--- config.mk ---
export PLATFORM = sky130hd
export DESIGN_NAME = memtest_seq
export DESIGN_NICKNAME = d
export VERILOG_FILES = /design/src/rtl/memtest_pkg.sv /design/src/rtl/memtest_seed_rom.sv /design/src/rtl/memtest_ctrl_enc.sv /design/src/rtl/memtest_poll_timer.sv /design/src/rtl/memtest_seq.sv
export SDC_FILE = /design/constraint.sdc
export NUM_CORES = 1
export LEC_CHECK = 0
export ABC_CLOCK_PERIOD_IN_PS = 1900
export CORE_ASPECT_RATIO = 1.5
export CORE_MARGIN = 3
export CORE_UTILIZATION = 45
export CTS_BUF_LIST = sky130_fd_sc_hd__clkbuf_8
export CTS_CLUSTER_SIZE = 14
export DETAILED_ROUTE_END_ITERATION = 8
export DONT_BUFFER_PORTS = 1
export GPL_TIMING_DRIVEN = 0
export PLACE_DENSITY = 0.71
export SYNTH_ARGS = -nofsm -noshare
export SYNTH_HDL_FRONTEND = slang
export SYNTH_SLANG_ARGS = --single-unit
--- constraint.sdc ---
create_clock -name clk -period 1.9 [get_ports clk]
set_clock_uncertainty 0.1 [all_clocks]
set_input_delay 0.19 -clock clk [delete_from_list [all_inputs] [get_ports clk]]
set_output_delay 0.19 -clock clk [all_outputs]
set_load 0.005 [all_outputs]
--- src/rtl/memtest_pkg.sv ---
package memtest_pkg;
    localparam logic [1:0] SEL_CTRL  = 2'd0;
    localparam logic [1:0] SEL_SEED  = 2'd1;
    localparam logic [1:0] SEL_TADDR = 2'd2;

    localparam logic [31:0] TADDR_FIELD = 32'h7FFF_FFF0;
    localparam logic [31:0] TADDR_FILL  = 32'h007F_FFF0;

    localparam int GEN_COUNT = 8;
    localparam int IDX_W     = $clog2(GEN_COUNT);
    localparam int TEST_W    = IDX_W + 1;

    typedef enum logic [3:0] {
        ST_IDLE, ST_SEED, ST_ADDR_RD, ST_ADDR_WR, ST_CLR, ST_GO,
        ST_POLL_RD, ST_POLL_CHK, ST_FIN, ST_ITER_END, ST_DONE
    } seq_state_e;
endpackage

--- src/rtl/memtest_seed_rom.sv ---
module memtest_seed_rom (
    input  logic [2:0]  idx,
    output logic [31:0] seed
);
    always_comb begin
        case (idx)
            3'd0:    seed = 32'hcc33_cc33;
            3'd1:    seed = 32'hff00_ff00;
            3'd2:    seed = 32'haa55_aa55;
            3'd3:    seed = 32'h8877_8877;
            3'd4:    seed = 32'h92cc_4d6e;
            3'd5:    seed = 32'h543d_3cde;
            3'd6:    seed = 32'hf1e8_43c7;
            default: seed = 32'h7c61_d253;
        endcase
    end
endmodule

--- src/rtl/memtest_ctrl_enc.sv ---
module memtest_ctrl_enc
    import memtest_pkg::*;
(
    input  logic [IDX_W-1:0] idx,
    input  logic             burst,
    output logic [31:0]      word
);
    localparam logic [31:0] BASE_SINGLE = 32'h0000_0085;
    localparam logic [31:0] BASE_BURST  = 32'h0000_00C1;

    logic single;
    always_comb begin
        single = !burst || (idx == '0);
        word   = (single ? BASE_SINGLE : BASE_BURST) | (32'(idx) << 3);
    end
endmodule

--- src/rtl/memtest_poll_timer.sv ---
module memtest_poll_timer #(
    parameter int LIMIT = 5_000_000
) (
    input  logic clk,
    input  logic rst_n,
    input  logic clr,
    input  logic inc,
    output logic over
);
    localparam int CW = $clog2(LIMIT + 2);

    logic [CW-1:0] cnt_d, cnt_q;

    always_comb begin
        cnt_d = cnt_q;
        if (clr)
            cnt_d = '0;
        else if (inc && cnt_q <= CW'(LIMIT))
            cnt_d = cnt_q + 1'b1;
    end

    always_ff @(posedge clk or negedge rst_n) begin
        if (!rst_n) cnt_q <= '0;
        else        cnt_q <= cnt_d;
    end

    assign over = cnt_q > CW'(LIMIT);
endmodule

--- src/rtl/memtest_seq.sv ---
module memtest_seq
    import memtest_pkg::*;
#(
    parameter int NUM_ITER      = 2,
    parameter int TIMEOUT_POLLS = 5_000_000,
    parameter int CNT_W         = $clog2(NUM_ITER + 1)
) (
    input  logic             clk,
    input  logic             rst_n,
    input  logic             start,
    output logic             busy,
    output logic             done,
    output logic [CNT_W-1:0] pass_cnt,
    output logic [CNT_W-1:0] fail_cnt,
    output logic             bus_wr,
    output logic             bus_rd,
    output logic [1:0]       bus_addr,
    output logic [31:0]      bus_wdata,
    input  logic [31:0]      bus_rdata
);
    localparam int ITER_W = $clog2(NUM_ITER + 1);
    localparam logic [TEST_W-1:0] LAST_TEST = TEST_W'(2 * GEN_COUNT - 1);

    typedef struct packed {
        seq_state_e       st;
        logic [ITER_W-1:0] iter;
        logic [TEST_W-1:0] test;
        logic              failed;
        logic [CNT_W-1:0]  pass_n;
        logic [CNT_W-1:0]  fail_n;
    } seq_regs_t;

    seq_regs_t d, q;

    logic [31:0] iter_ext;
    logic [31:0] seed_word;
    logic [31:0] ctrl_word;
    logic        tmr_clr, tmr_inc, tmr_over;

    assign iter_ext = 32'(q.iter);

    memtest_seed_rom u_seed (
        .idx  (iter_ext[2:0]),
        .seed (seed_word)
    );

    memtest_ctrl_enc u_enc (
        .idx   (q.test[IDX_W-1:0]),
        .burst (q.test[IDX_W]),
        .word  (ctrl_word)
    );

    memtest_poll_timer #(.LIMIT(TIMEOUT_POLLS)) u_tmr (
        .clk   (clk),
        .rst_n (rst_n),
        .clr   (tmr_clr),
        .inc   (tmr_inc),
        .over  (tmr_over)
    );

    always_comb begin
        d         = q;
        bus_wr    = 1'b0;
        bus_rd    = 1'b0;
        bus_addr  = SEL_CTRL;
        bus_wdata = '0;
        tmr_clr   = 1'b0;
        tmr_inc   = 1'b0;
        done      = 1'b0;
        case (q.st)
            ST_IDLE: begin
                if (start) begin
                    d.st     = ST_SEED;
                    d.iter   = '0;
                    d.pass_n = '0;
                    d.fail_n = '0;
                end
            end
            ST_SEED: begin
                bus_wr    = 1'b1;
                bus_addr  = SEL_SEED;
                bus_wdata = seed_word;
                d.test    = '0;
                d.failed  = 1'b0;
                d.st      = ST_ADDR_RD;
            end
            ST_ADDR_RD: begin
                bus_rd   = 1'b1;
                bus_addr = SEL_TADDR;
                d.st     = ST_ADDR_WR;
            end
            ST_ADDR_WR: begin
                bus_wr    = 1'b1;
                bus_addr  = SEL_TADDR;
                bus_wdata = (bus_rdata & ~TADDR_FIELD) | TADDR_FILL;
                d.st      = ST_CLR;
            end
            ST_CLR: begin
                bus_wr = 1'b1;
                d.st   = ST_GO;
            end
            ST_GO: begin
                bus_wr    = 1'b1;
                bus_wdata = ctrl_word;
                tmr_clr   = 1'b1;
                d.st      = ST_POLL_RD;
            end
            ST_POLL_RD: begin
                bus_rd  = 1'b1;
                tmr_inc = 1'b1;
                d.st    = ST_POLL_CHK;
            end
            ST_POLL_CHK: begin
                if (bus_rdata[13] || tmr_over) begin
                    d.failed = 1'b1;
                    d.st     = ST_FIN;
                end else if (bus_rdata[12]) begin
                    d.st = ST_FIN;
                end else begin
                    d.st = ST_POLL_RD;
                end
            end
            ST_FIN: begin
                bus_wr = 1'b1;
                if (q.failed || q.test == LAST_TEST) begin
                    d.st = ST_ITER_END;
                end else begin
                    d.test = q.test + 1'b1;
                    d.st   = ST_CLR;
                end
            end
            ST_ITER_END: begin
                if (q.failed) d.fail_n = q.fail_n + 1'b1;
                else          d.pass_n = q.pass_n + 1'b1;
                if (q.iter == ITER_W'(NUM_ITER - 1)) begin
                    d.st = ST_DONE;
                end else begin
                    d.iter = q.iter + 1'b1;
                    d.st   = ST_SEED;
                end
            end
            ST_DONE: begin
                done = 1'b1;
                d.st = ST_IDLE;
            end
            default: d.st = ST_IDLE;
        endcase
    end

    always_ff @(posedge clk or negedge rst_n) begin
        if (!rst_n) begin
            q.st     <= ST_IDLE;
            q.iter   <= '0;
            q.test   <= '0;
            q.failed <= 1'b0;
            q.pass_n <= '0;
            q.fail_n <= '0;
        end else begin
            q <= d;
        end
    end

    assign busy     = q.st != ST_IDLE;
    assign pass_cnt = q.pass_n;
    assign fail_cnt = q.fail_n;
endmodule

==> impl_metrics.json <==
{
  "placed_area_um2": 2710,
  "routed_wl_mm": 9.34,
  "critPathTopFamily": "compound AO/OA/AOI/OAI gates",
  "avgSynthCellArea_um2": 8.22,
  "seqCellArea_um2": 958,
  "firstDrtPassIters": 5,
  "multiInputGateArea_um2": 1940,
  "initial_core_util_pct": 47.2,
  "post-route-util_pct": 67.5,
  "grtUsageMet1_pct": 26.4,
  "synth_edf_count": 0,
  "cts.sinks": 38,
  "place_ws_ns": -0.406,
  "leakage_nw": 1.59,
  "worst-path-buf-inv": 1,
  "portBuffers": 0,
  "core_um2": 5530,
  "required_ns": 2.02,
  "drv_cap": 0,
  "drc": 0,
  "synth_warnings": 0,
  "final_nets": 409,
  "row_count": 33,
  "holdWs_ns": 0.0829,
  "antennaDiodeCount": 0,
  "worst_slack_ns": -0.202,
  "grt_max_degree": 39,
  "share_seq_of_total_power_pct": 26.3,
  "synth_cell_types": 54,
  "grt_pass1_vias": 2619,
  "die_y_um": 99.3,
  "holdCritPathClass": "primary input to flip-flop",
  "top_usage_layer": "met2",
  "htreeDepth": 2,
  "rsz0062_at_grt": "true",
  "syn_nets": 362,
  "fin_crit_ns": 2.10,
  "power.density_nw_per_um2": 1190,
  "clockPowerShare_pct": 13.1,
  "grt.met2_usage_pct": 43.9,
  "cts-root-buf": "clkbuf_8",
  "p_int_mw": 2.42,
  "overflow": 0,
  "clock_latency_ns": 0.30,
  "p_total_mw": 4.46,
  "grtUsageTotal_pct": 24.6,
  "n_fill_cell": 403,
  "grt.met3_usage_pct": 3.95,
  "ys_seq_area_share_pct": 36.4,
  "dieArea_um2": 6780,
  "netSwitchingPower_mw": 2.03,
  "cp_slowest_cell": "dfrtp_1",
  "crit_path_end_kind": "flip-flop",
  "fmax_mhz": 476,
  "grt_pass1_wl_mm": 12.7,
  "syn-instance-count": 318,
  "synthToLayoutAreaGrowth_pct": 42.9,
  "crit_type": "flip-flop to flip-flop",
  "swShare_pct": 45.6,
  "clkTransAtPathRegs_ns": 0.08,
  "status": "complete, but fails checks",
  "drt.antenna.violating_nets": 0,
  "violations": "setup timing",
  "post-route-period-util_pct": 111,
  "synth_ff_type": "dfrtp_1",
  "antenna_found_initial": 0,
  "die_width_um": 68.2,
  "cts_tree": "done",
  "design_area_um2": 3730,
  "ir_worst_vdd_mv": 1.14,
  "vias": 2847,
  "wl_per_cell_um": 21.4,
  "dp_hpwl_mm": 4.91,
  "drtIter0Drc": 270,
  "pwr-share-comb_pct": 60.5,
  "layout-drive-gt1-share_pct": 42.3,
  "cts_buffers": 5,
  "cts_buffer_depth": 2,
  "syn-cell-area_um2": 2610,
  "viasPerCell": 6.53,
  "place.gp.congestion": 0.941,
  "async_flop_share_pct": 100,
  "worstPathMaxFanout": 6,
  "finalSetupViolations": 37,
  "hold_viol": 0,
  "critPathArrivalTime_ns": 2.22,
  "cp_slowest_stage_delay_ns": 0.41,
  "ys_ff_latch": 38,
  "start_kind": "flip-flop",
  "io_pins": 77,
  "slew_violations": 0,
  "path_cells": "buf_6, o311a_4, o21ai_4, nand4_1, or3_1, a21oi_1"
}
kinds of logic after synthesis:
logic type      share of synthesized area [%]
simple gates                             29.5
compound gates                           18.4
xor+xnor                                 2.35
other cells                             0.143
fa+ha+maj                                4.31
buf+inv                                  6.99
mux                                      1.96
flops                                    36.4
worst register-to-register path, stage by stage, from the launching register on:
cell and delay, ns:
dfrtp_1 0.41, buf_6 0.14, o311a_4 0.39, o21ai_4 0.25, nand4_1 0.20, or3_1 0.39, a21oi_1 0.16
power groups by stage:
stage / Clock (mW) / Combinational [mW] / Sequential [mW]
floorplan: 0 / 1.18 / 1.07
global placement: 0 / 1.46 / 1.11
detailed placement: 0 / 1.48 / 1.11
CTS: 0.589 / 2.15 / 1.15
global route: 0.620 / 2.86 / 1.19
finish: 0.586 / 2.70 / 1.17
cell usage after synthesis, types with 10 or more instances:
master    instances  area (um^2)
dfrtp_1          38          951
nand2_1          31          116
o21ai_0          31          155
nor2_1           28          105
a21oi_1          17         85.1
nand3_1          16         80.1
nand4_1          13         81.3
nor3_1           13         65.1
or3_1            13         81.3
clkbuf_1         12         45.0
buf_4            11         82.6
inv_1            10         37.5
placed cells by master, fill, tap and decap left out, drive strengths merged, types with 4 or more instances in the layout:
cell and count:
ha 9, or2 5, clkbuf 9, dfrtp 38, buf 58, nand2b 5, nor2 28, nand3 17
inv 13, nand2 31, nor3 13, or3 14, mux2i 4, o21ai 32, nand4 13, a21oi 17
xor2 7, and3 5
through the flow:
stage	TNS [ns]	cells
finish	-3.25	436
global route	-6.37	436
CTS	-3.02	422
detailed placement	-10.77	388
global placement	-9.08	388
floorplan	-0.350	318
layer usage:
layer  vias up  part of all wire [%]
li1       1231                     -
met1      1390                    33
met2       183                    56
met3        43                   6.2
met4         0                   5.1
met5         -                     0
final cells by class:
| cell class | count | share of cell area (%) |
|---|---|---|
| clock inverter | 2 | 0.235 |
| multi-input combinational | 243 | 52.0 |
| sequential | 38 | 25.7 |
| buffer | 21 | 5.29 |
| timing repair inverter | 1 | 0.168 |
| tap | 70 | 2.35 |
| inverter | 12 | 1.54 |
| clock buffer | 6 | 2.21 |
| timing repair buffer | 43 | 10.6 |
what timing repair did:
item / CTS / global route
buffers inserted: 26 / 11
hold buffers: 4 / 0
pin swaps: 21 / 37
gates resized for setup: 85 / 76
endpoints found under the setup margin: 68 / 53
cloned: 0 / 3
endpoints found under the hold margin: 40 / 0
final timing paths:
path | from | end | slack, ns | depth (start not counted)
worst max-delay path | u_tmr.cnt_q[17] | u_tmr.cnt_q[5] | -0.20 | 6
worst min-delay path | start | q[11] | 0.08 | 2
worst max register to register | u_tmr.cnt_q[17] | u_tmr.cnt_q[5] | -0.20 | 6
worst min register to register | pass_cnt[1] | pass_cnt[1] | 0.39 | 1
max in group asynchronous | rst_n | u_tmr.cnt_q[14] | 1.23 | 2
min in group asynchronous | rst_n | u_tmr.cnt_q[12] | 0.25 | 2
state kept, by name (all words and copies together) (netlist names):
name	cells
u_tmr.cnt_q	23
fail_cnt	2
iter_ext	2
pass_cnt	2
q	9
Power figures use the tool's default switching activity.
